$ cat src/rtl/reloc_pkg.sv
package reloc_pkg;
  typedef enum logic {
    SEL_BASE  = 1'b0,
    SEL_BOUND = 1'b1
  } reloc_sel_e;
endpackage

$ cat src/rtl/reloc_regfile.sv
module reloc_regfile #(
  parameter int CTX_N = 4,
  parameter int LA_W  = 8,
  parameter int PA_W  = 10,
  parameter int CTX_W = 2
) (
  input  logic             clk,
  input  logic             rst_n,
  input  logic             cfg_we,
  input  logic             cfg_priv,
  input  logic [CTX_W-1:0] cfg_ctx,
  input  logic             cfg_sel,
  input  logic [PA_W-1:0]  cfg_data,
  input  logic [CTX_W-1:0] rd_ctx,
  output logic [PA_W-1:0]  rd_base,
  output logic [LA_W-1:0]  rd_bound,
  output logic             cfg_denied
);
  import reloc_pkg::*;

  logic [CTX_N-1:0][PA_W-1:0] base_q;
  logic [CTX_N-1:0][LA_W-1:0] bound_q;
  logic                       denied_q;

  // Named write events, used by the assertions below
  logic priv_write;
  logic user_write;
  assign priv_write = cfg_we & cfg_priv;
  assign user_write = cfg_we & ~cfg_priv;

  for (genvar c = 0; c < CTX_N; c++) begin : g_ctx
    logic hit;
    assign hit = priv_write && (cfg_ctx == CTX_W'(c));
    always_ff @(posedge clk) begin
      if (!rst_n) begin
        base_q[c]  <= '0;
        bound_q[c] <= '0;
      end else if (hit) begin
        if (reloc_sel_e'(cfg_sel) == SEL_BASE) base_q[c] <= cfg_data;
        else                                   bound_q[c] <= cfg_data[LA_W-1:0];
      end
    end
  end

  always_ff @(posedge clk) begin
    if (!rst_n) denied_q <= 1'b0;
    else        denied_q <= user_write;
  end

  assign rd_base    = base_q[rd_ctx];
  assign rd_bound   = bound_q[rd_ctx];
  assign cfg_denied = denied_q;

  AST_USER_WRITE_KEEPS_REGS: assert property (@(posedge clk) disable iff (!rst_n)
    user_write |=> ($stable(base_q) && $stable(bound_q)));
  AST_DENY_FOLLOWS_USER_WRITE: assert property (@(posedge clk) disable iff (!rst_n)
    user_write |=> cfg_denied);
  AST_DENY_ONLY_AFTER_USER_WRITE: assert property (@(posedge clk) disable iff (!rst_n)
    !user_write |=> !cfg_denied);
  AST_IDLE_KEEPS_REGS: assert property (@(posedge clk) disable iff (!rst_n)
    !priv_write |=> ($stable(base_q) && $stable(bound_q)));
endmodule

$ cat src/rtl/reloc_xlate.sv
module reloc_xlate #(
  parameter int LA_W = 8,
  parameter int PA_W = 10
) (
  input  logic [LA_W-1:0] laddr,
  input  logic [PA_W-1:0] base,
  input  logic [LA_W-1:0] bound,
  output logic            in_range,
  output logic [PA_W-1:0] paddr_sum,
  output logic [PA_W-1:0] paddr_out
);
  localparam int SUM_W = (PA_W > LA_W) ? PA_W : LA_W;

  // Relocation: base plus address, wrapped to the physical width
  function automatic logic [PA_W-1:0] relocate(input logic [PA_W-1:0] b,
                                               input logic [LA_W-1:0] a);
    logic [SUM_W-1:0] s;
    s = SUM_W'(b) + SUM_W'(a);
    return s[PA_W-1:0];
  endfunction

  // Protection: inclusive upper bound
  function automatic logic within_bound(input logic [LA_W-1:0] a,
                                       input logic [LA_W-1:0] lim);
    return a <= lim;
  endfunction

  // Both paths evaluate side by side; the gate only joins them at the end
  assign paddr_sum = relocate(base, laddr);
  assign in_range  = within_bound(laddr, bound);
  assign paddr_out = in_range ? paddr_sum : '0;
endmodule

$ cat src/rtl/reloc_rsp_stage.sv
module reloc_rsp_stage #(
  parameter int PA_W = 10
) (
  input  logic            clk,
  input  logic            rst_n,
  input  logic            req_valid,
  output logic            req_ready,
  input  logic            in_fault,
  input  logic [PA_W-1:0] in_paddr,
  output logic            rsp_valid,
  input  logic            rsp_ready,
  output logic            rsp_fault,
  output logic [PA_W-1:0] rsp_paddr,
  output logic            req_fire
);
  logic            valid_q;
  logic            fault_q;
  logic [PA_W-1:0] paddr_q;

  assign req_ready = !valid_q || rsp_ready;
  assign req_fire  = req_valid && req_ready;

  always_ff @(posedge clk) begin
    if (!rst_n) begin
      valid_q <= 1'b0;
      fault_q <= 1'b0;
      paddr_q <= '0;
    end else if (req_fire) begin
      valid_q <= 1'b1;
      fault_q <= in_fault;
      paddr_q <= in_paddr;
    end else if (rsp_ready) begin
      valid_q <= 1'b0;
    end
  end

  assign rsp_valid = valid_q;
  assign rsp_fault = fault_q;
  assign rsp_paddr = paddr_q;

  AST_ACCEPT_GIVES_RESPONSE: assert property (@(posedge clk) disable iff (!rst_n)
    req_fire |=> rsp_valid);
  AST_RESPONSE_HELD: assert property (@(posedge clk) disable iff (!rst_n)
    (rsp_valid && !rsp_ready) |=> (rsp_valid && $stable(rsp_fault) && $stable(rsp_paddr)));
  AST_NO_ACCEPT_WHEN_STALLED: assert property (@(posedge clk) disable iff (!rst_n)
    (rsp_valid && !rsp_ready) |-> !req_ready);
endmodule

$ cat src/rtl/base_limit_relocator.sv
module base_limit_relocator #(
  parameter int CTX_N = 4,
  parameter int LA_W  = 8,
  parameter int PA_W  = 10,
  localparam int CTX_W = (CTX_N > 1) ? $clog2(CTX_N) : 1
) (
  input  logic             clk,
  input  logic             rst_n,
  input  logic             cfg_we,
  input  logic             cfg_priv,
  input  logic [CTX_W-1:0] cfg_ctx,
  input  logic             cfg_sel,
  input  logic [PA_W-1:0]  cfg_data,
  output logic             cfg_denied,
  input  logic             req_valid,
  output logic             req_ready,
  input  logic [CTX_W-1:0] req_ctx,
  input  logic [LA_W-1:0]  req_addr,
  output logic             rsp_valid,
  input  logic             rsp_ready,
  output logic             rsp_fault,
  output logic [PA_W-1:0]  rsp_paddr
);
  logic [PA_W-1:0] sel_base;
  logic [LA_W-1:0] sel_bound;
  logic            in_range;
  logic [PA_W-1:0] paddr_sum;
  logic [PA_W-1:0] paddr_gated;
  logic            req_fire;

  reloc_regfile #(.CTX_N(CTX_N), .LA_W(LA_W), .PA_W(PA_W), .CTX_W(CTX_W)) u_regs (
    .clk(clk), .rst_n(rst_n),
    .cfg_we(cfg_we), .cfg_priv(cfg_priv), .cfg_ctx(cfg_ctx),
    .cfg_sel(cfg_sel), .cfg_data(cfg_data),
    .rd_ctx(req_ctx), .rd_base(sel_base), .rd_bound(sel_bound),
    .cfg_denied(cfg_denied)
  );

  reloc_xlate #(.LA_W(LA_W), .PA_W(PA_W)) u_xlate (
    .laddr(req_addr), .base(sel_base), .bound(sel_bound),
    .in_range(in_range), .paddr_sum(paddr_sum), .paddr_out(paddr_gated)
  );

  reloc_rsp_stage #(.PA_W(PA_W)) u_rsp (
    .clk(clk), .rst_n(rst_n),
    .req_valid(req_valid), .req_ready(req_ready),
    .in_fault(!in_range), .in_paddr(paddr_gated),
    .rsp_valid(rsp_valid), .rsp_ready(rsp_ready),
    .rsp_fault(rsp_fault), .rsp_paddr(rsp_paddr),
    .req_fire(req_fire)
  );

  AST_FAULT_ZERO_ADDR: assert property (@(posedge clk) disable iff (!rst_n)
    (rsp_valid && rsp_fault) |-> (rsp_paddr == '0));
  AST_FAULT_FROM_BOUND: assert property (@(posedge clk) disable iff (!rst_n)
    req_fire |=> (rsp_fault == ($past(req_addr) > $past(sel_bound))));
  AST_GOOD_ADDR_IS_SUM: assert property (@(posedge clk) disable iff (!rst_n)
    (req_fire && in_range) |=> (rsp_paddr == $past(paddr_sum)));
endmodule

$ cat config.mk
export PLATFORM = sky130hd
export DESIGN_NAME = base_limit_relocator
export DESIGN_NICKNAME = d
export VERILOG_FILES = /design/src/rtl/reloc_pkg.sv /design/src/rtl/reloc_regfile.sv /design/src/rtl/reloc_xlate.sv /design/src/rtl/reloc_rsp_stage.sv /design/src/rtl/base_limit_relocator.sv
export SDC_FILE = /design/constraint.sdc
export NUM_CORES = 1
export LEC_CHECK = 0
export BUFFER_PORTS_ARGS = -buffer_cell sky130_fd_sc_hd__buf_4
export CAP_MARGIN = 20
export CORE_ASPECT_RATIO = 1.5
export CORE_MARGIN = 3
export CORE_UTILIZATION = 53
export CTS_CLUSTER_DIAMETER = 200
export DETAILED_ROUTE_END_ITERATION = 16
export HOLD_SLACK_MARGIN = 0.06
export PLACE_DENSITY = 0.84
export SYNTH_ARGS = -nofsm -noshare
export SYNTH_HDL_FRONTEND = slang
export SYNTH_SLANG_ARGS = --single-unit
$ cat constraint.sdc
create_clock -name clk -period 2.4 [get_ports clk]
set_input_delay 0.24 -clock clk [delete_from_list [all_inputs] [get_ports clk]]
set_output_delay 0.24 -clock clk [all_outputs]
set_load 0.02 [all_outputs]
Word-level counts from Yosys, hierarchy flattened
Index checks and enable logic that the tools add are counted.
{"block": "word_totals", "regBits": 85, "in_bits": 29, "output_inout_bits": 14, "word_cells": 47}
{"block": "op_classes", "addsub": 1, "n_lt_le_gt_ge": 2, "eq_ne": 3, "n_mux": 7, "bitwise": 4, "reduce_logical": 18}
{"op": "10-bit binary-select mux with 2-bit select", "n": 1}
{"op": "10-bit two-way mux", "n": 2}
{"op": "8-bit binary-select mux with 2-bit select", "n": 1}
{"op": "2-bit AND reduction", "n": 8}
{"op": "10-bit by 8-bit adder with 10-bit output", "n": 1}
{"op": "8-bit less-or-equal comparator", "n": 1}
{"op": "8-bit two-way mux", "n": 1}
{"op": "1-bit logical AND", "n": 5}
{"op": "2-bit == test, second input constant", "n": 2}
{"op": "2-bit by 3-bit < comparator with 1-bit output, second input constant", "n": 1}
{"op": "1-bit AND", "n": 2}
{"op": "2-bit by 1-bit == test with 1-bit output, second input constant", "n": 1}
{"op": "1-bit logical NOT", "n": 2}
{"op": "2-bit logical NOT", "n": 1}
{"op": "1-bit two-way mux", "n": 2}
{"op": "1-bit NOT", "n": 2}
{"op": "2-bit nonzero test", "n": 1}
{"op": "1-bit logical OR", "n": 1}

Logic depth before layout (Yosys ltp)
{"block": "logic_depth", "word_depth": 4, "mapped_depth": 11, "mapped_depth_nobuf": 9}

By module
A second synthesis with hierarchy kept.
{"block": "unflattened", "cells_unflattened": 427, "area_unflattened_um2": 4367.9}
{"mod": "reloc_regfile", "n_inst": 1, "cells_each": 274, "area_each_um2": 3084.2, "seq_area_each_um2": 1461.4}
{"mod": "reloc_xlate", "n_inst": 1, "cells_each": 99, "area_each_um2": 774.5, "seq_area_each_um2": 0.0}
{"mod": "reloc_rsp_stage", "n_inst": 1, "cells_each": 53, "area_each_um2": 505.5, "seq_area_each_um2": 240.2}
{"mod": "base_limit_relocator", "n_inst": 1, "cells_each": 1, "area_each_um2": 3.8, "seq_area_each_um2": 0.0}

Worst setup path after synthesis
OpenSTA, ideal clock, no wires.
{"block": "synth_path", "kind": "input port to flip-flop", "start": "input port req_ctx[1]", "end": "register u_rsp.paddr_q[8], in the netlist u_rsp.rsp_paddr[8]", "setup_ps": 84, "arrival_time_ps": 2455, "required_ps": 2316, "setup_slack_ps": -139, "path_stages": 10, "cell_sequence": "buf_2 clkbuf_1 mux4_1 inv_1 ha_1 and3_4 a221o_1 a22oi_4 nand3_2 o31ai_2"}
{"block": "synth_via", "elab_chain_cells": 4, "word_cells_on_any_way": 7, "cone_classes": "add/sub (1); order compare (1); mux (5)"}
{"element": "from (decl)", "line": "base_limit_relocator.sv:17", "rtl": "input logic [CTX_W-1:0] req_ctx,"}
{"element": "10-bit binary-select mux with 2-bit select / 8-bit binary-select mux with 2-bit select (equally long branches)", "line": "reloc_regfile.sv:50, reloc_regfile.sv:51"}
{"element": "10-bit two-way mux (implied by the code) / 8-bit two-way mux (equally long branches)", "line": "reloc_regfile.sv:50, reloc_regfile.sv:51"}
{"element": "10-bit by 8-bit adder with 10-bit output / 8-bit less-or-equal comparator (equally long branches)", "line": "reloc_xlate.sv:18, reloc_xlate.sv:25"}
{"element": "10-bit two-way mux *", "line": "reloc_xlate.sv:31", "rtl": "assign paddr_out = in_range ? paddr_sum : '0;"}
{"element": "to (signal assigned)", "line": "reloc_rsp_stage.sv:31", "rtl": "paddr_q <= in_paddr;"}
{"element": "to (decl)", "line": "reloc_rsp_stage.sv:18", "rtl": "logic [PA_W-1:0] paddr_q;"}
Mark *: on every way between the ends. The rest lies on a longest branch, timed or not. The select of a mux whose other input is x is not followed.
A chain may end at the register's enable or synchronous reset.

Final worst setup path
{"block": "layout_path", "start": "register u_regs.bound_q[25] (netlist name)", "end": "register u_rsp.paddr_q[8], in the netlist u_rsp.rsp_paddr[8]"}
{"block": "layout_via", "elab_chain_cells": 4}
{"element": "from (decl)", "line": "reloc_regfile.sv:22", "rtl": "logic [CTX_N-1:0][LA_W-1:0] bound_q;"}
{"element": "from (signal, indexed assignment)", "line": "reloc_regfile.sv:40", "rtl": "else bound_q[c] <= cfg_data[LA_W-1:0];"}
{"element": "8-bit binary-select mux with 2-bit select", "line": "reloc_regfile.sv:51", "rtl": "assign rd_bound = bound_q[rd_ctx];"}
{"element": "8-bit two-way mux (implied by the code)", "line": "reloc_regfile.sv:51"}
{"element": "8-bit less-or-equal comparator", "line": "reloc_xlate.sv:25", "rtl": "return a <= lim;"}
{"element": "10-bit two-way mux", "line": "reloc_xlate.sv:31"}
No other way between the ends. The select of a mux whose other input is x is not followed.

==> impl_metrics.toml <==
[worst_setup_path]
reg2reg_depth = 8
crit_required_ps = 2660
reg2reg_setup_slack_ps = 20
worstPathArrival_ps = 2640
endpoint_kind = "flip-flop"
timing.rr.end = "u_rsp.rsp_paddr[8]"
crit_chain = "mux4_2 -> inv_2 -> ha_4 -> and3_4 -> a221o_1 -> a22oi_4 -> nand3_2 -> o31ai_2"
cp_slowest_cell = "mux4_2"
critPathMaxFanout = 5
r2r-start = "u_regs.bound_q[25]"
crit_type = "flip-flop to flip-flop"
max_stage_delay_ps = 480
start_kind = "flip-flop"

[sta]
final-hold-violation-count = 0
worst_slew_pin_slew_ps = 769
drv_slew = 0
rsz0062_at_grt = "yes"
layout_min_cycle_time_ps = 2380
period_share = 0.990
worst_clock_skew_ps = 6.37
setup_viol = 0
fmax_ghz = 0.421
maxSlewHeadroom = 0.485

[status]
outcome = "finished, final reports clean"

[pwr]
ir_drop_mv = 0.471
p_per_area_nw_per_um2 = 606
leakage_nw = 1.91
power_mw = 3.11

[placement]
port-buffer-count = 42
dpl.cell_count = 547
dp_hpwl_um = 6570
gp_congestion = 0.883
place_area_um2 = 4820

[clock_tree]
clk_latency_ps = 340
path_clk_slew_ps = 60
cts.path.max_buffers = 2
cts_root_buf = "clkbuf_16"
numCtsBuffers = 9
clock_sink_count = 85
tritoncts = "built"
cts_hold_buf = 0
cts-htree-levels = 3

[grt]
grt_busiest_layer = "met2"
antenna_found_initial = 0
grt_pass1_wl_um = 15100
met3_usage = 0.0270
grt_util_met2 = 0.375
use_met1 = 0.230
grt_pass1_vias = 3264
grt_max_degree = 87
grt_overflow = 0
grt.total_usage = 0.211

[layout]
final_nets = 503
drive_above_1_share = 0.239
fin_cells = 563
nFillCells = 598
antenna_cells = 0
syn_to_final_growth_pct = 18.6
final_cell_area_um2 = 5140

[logic_synthesis]
synth_ff_type = "dfxtp_1"
netlist_top_cells_area = "dfxtp_1 (39%), mux2i_1 (14%), nor2b_1 (9.2%)"
yosys.area.top_type = "dfxtp_1"
yosysSeqAreaShare = 0.393
postSynthRegisterBits = 85
syn-cell-area_um2 = 4330
synth_edf_count = 0
yosysUniqueCellTypes = 44
syn_nets = 456
synth_most_common_cell = "dfxtp_1"
synth_common_cells = "dfxtp_1 (85), nor2b_1 (64), mux2i_1 (62)"
syn_area_per_cell_um2 = 10.6
yosysTopAreaCellShare = 0.393
async_reset_ff_frac = 0
yosysWarnings = 0
syn_inst = 410

[hold_path]
holdCritStartpoint = "cfg_priv"
min_path_type = "input pin to flip-flop"
whs_endpoint = "u_regs.cfg_denied"
whs_path_depth = 2

[floorplan]
die_area_um2 = 9320
row_count = 39
die_h_um = 117
core_um2 = 7810
initial_core_util = 0.555
pin_count = 43
die_w_um = 79.8

[run]
max_cap_violations = 0

[detailed_routing]
antenna_left = 0
vias = 3159
drc = 0
wire_per_inst_um = 16.9
wl_um = 9510
vias_per_cell = 5.61
drtPass1Iterations = 4
drtIter0Drc = 160
[sequential cells by signal, indices dropped and copies added (netlist names)]
signal and count:
u_regs.base_q 40, u_regs.bound_q 32, u_rsp.rsp_paddr 10, u_regs.cfg_denied 1
u_rsp.rsp_fault 1, u_rsp.rsp_valid 1
[placed cells by master, fill, tap and decap left out, types with 3 or more instances in the layout]
cell type  count
dfxtp_1       84
o21ai_0        5
a21o_1         4
or3_1          4
nor2_4         6
clkbuf_16      9
mux2i_1       62
inv_2          3
nor2_1         3
buf_4         59
xnor2_1        3
ha_4           3
nand2_1       33
a21boi_0      14
nand2b_1       4
a21boi_1       4
nor2b_1       64
mux4_2        16
o21a_1         4
nand3_1        9
a21oi_1        6
clkbuf_1       4
ha_1          13
inv_1         11
[power by group]
part | internal (mW) | leakage, nW | total, mW | switching, mW
clock network | 0.800 | 0.134 | 1.34 | 0.540
registers | 1.43 | 0.688 | 1.45 | 0.0116
logic | 0.157 | 1.09 | 0.328 | 0.171
total | 2.39 | 1.91 | 3.11 | 0.723
[worst max-delay path: cells and delay by family, from the launching register on]
kind                       cells  cell delay (ps)
AOI/OAI and AO/OA              3              910
muxes                          1              480
adders and majority gates      1              190
and+or+nand+nor                2              320
DFF                            1              320
buffers and inverters          1               80
[metrics by stage]
stage / setup WS [ps] / util / setup TNS (ps) / hold WS, ps
after floorplan: -3.13 / - / -3.13 / 312
after global routing: -51.4 / 0.658 / -51.4 / 109
after global placement: -109 / 0.618 / -595 / 440
final: 23.1 / 0.658 / 0 / 97.0
after detailed placement: -231 / 0.618 / -1140 / 448
after CTS: 19.2 / 0.653 / 0 / 94.1
[logic make-up (layout without fill, tap and decap cells)]
family | Yosys count | after routing | share of synthesized area
AOI/OAI and AO/OA | 50 | 51 | 0.0852
buffers and inverters | 39 | 89 | 0.0364
adders and majority gates | 17 | 17 | 0.0508
muxes | 80 | 80 | 0.241
xor gates and xnor gates | 4 | 4 | 0.00809
and+or+nand+nor | 135 | 135 | 0.186
DFF | 85 | 85 | 0.393
[layout make-up]
cell class              instances  area (µm²)  area share
clock buffers                  13         240      0.0467
flip-flops and latches         85        1700       0.331
multi-input cells             287        2520       0.490
inverters                      14        52.6      0.0102
well taps                     102         128      0.0248
clock inverters                 2        35.0     0.00682
repair buffers                 60         463      0.0901
[per-layer routing]
metal | routed length (µm) | share of wire
met1 | 3710 | 0.39
met2 | 5140 | 0.54
met3 | 250 | 0.026
met4 | 414 | 0.044
met5 | 0 | 0
[timing repair]
| action | 4_1_cts | 5_1_grt |
|---|---|---|
| setup buffers | 0 | 0 |
| setup endpoints to repair | 0 | 10 |
| gates resized for setup | 0 | 14 |
[how the worst max path moves through the flow]
stage,start,to,slack (ps),depth (start not counted)
floorplan,req_ctx[1],u_rsp.rsp_paddr[8],-3,10
global placement,req_ctx[0],u_rsp.rsp_paddr[7],-110,9
detailed placement,req_ctx[0],u_rsp.rsp_paddr[7],-230,9
CTS,u_regs.bound_q[11],u_rsp.rsp_paddr[5],20,8
global route,u_regs.bound_q[27],u_rsp.rsp_paddr[8],-50,8
finish,u_regs.bound_q[25],u_rsp.rsp_paddr[8],20,8
(Power assumes the default switching activity.)
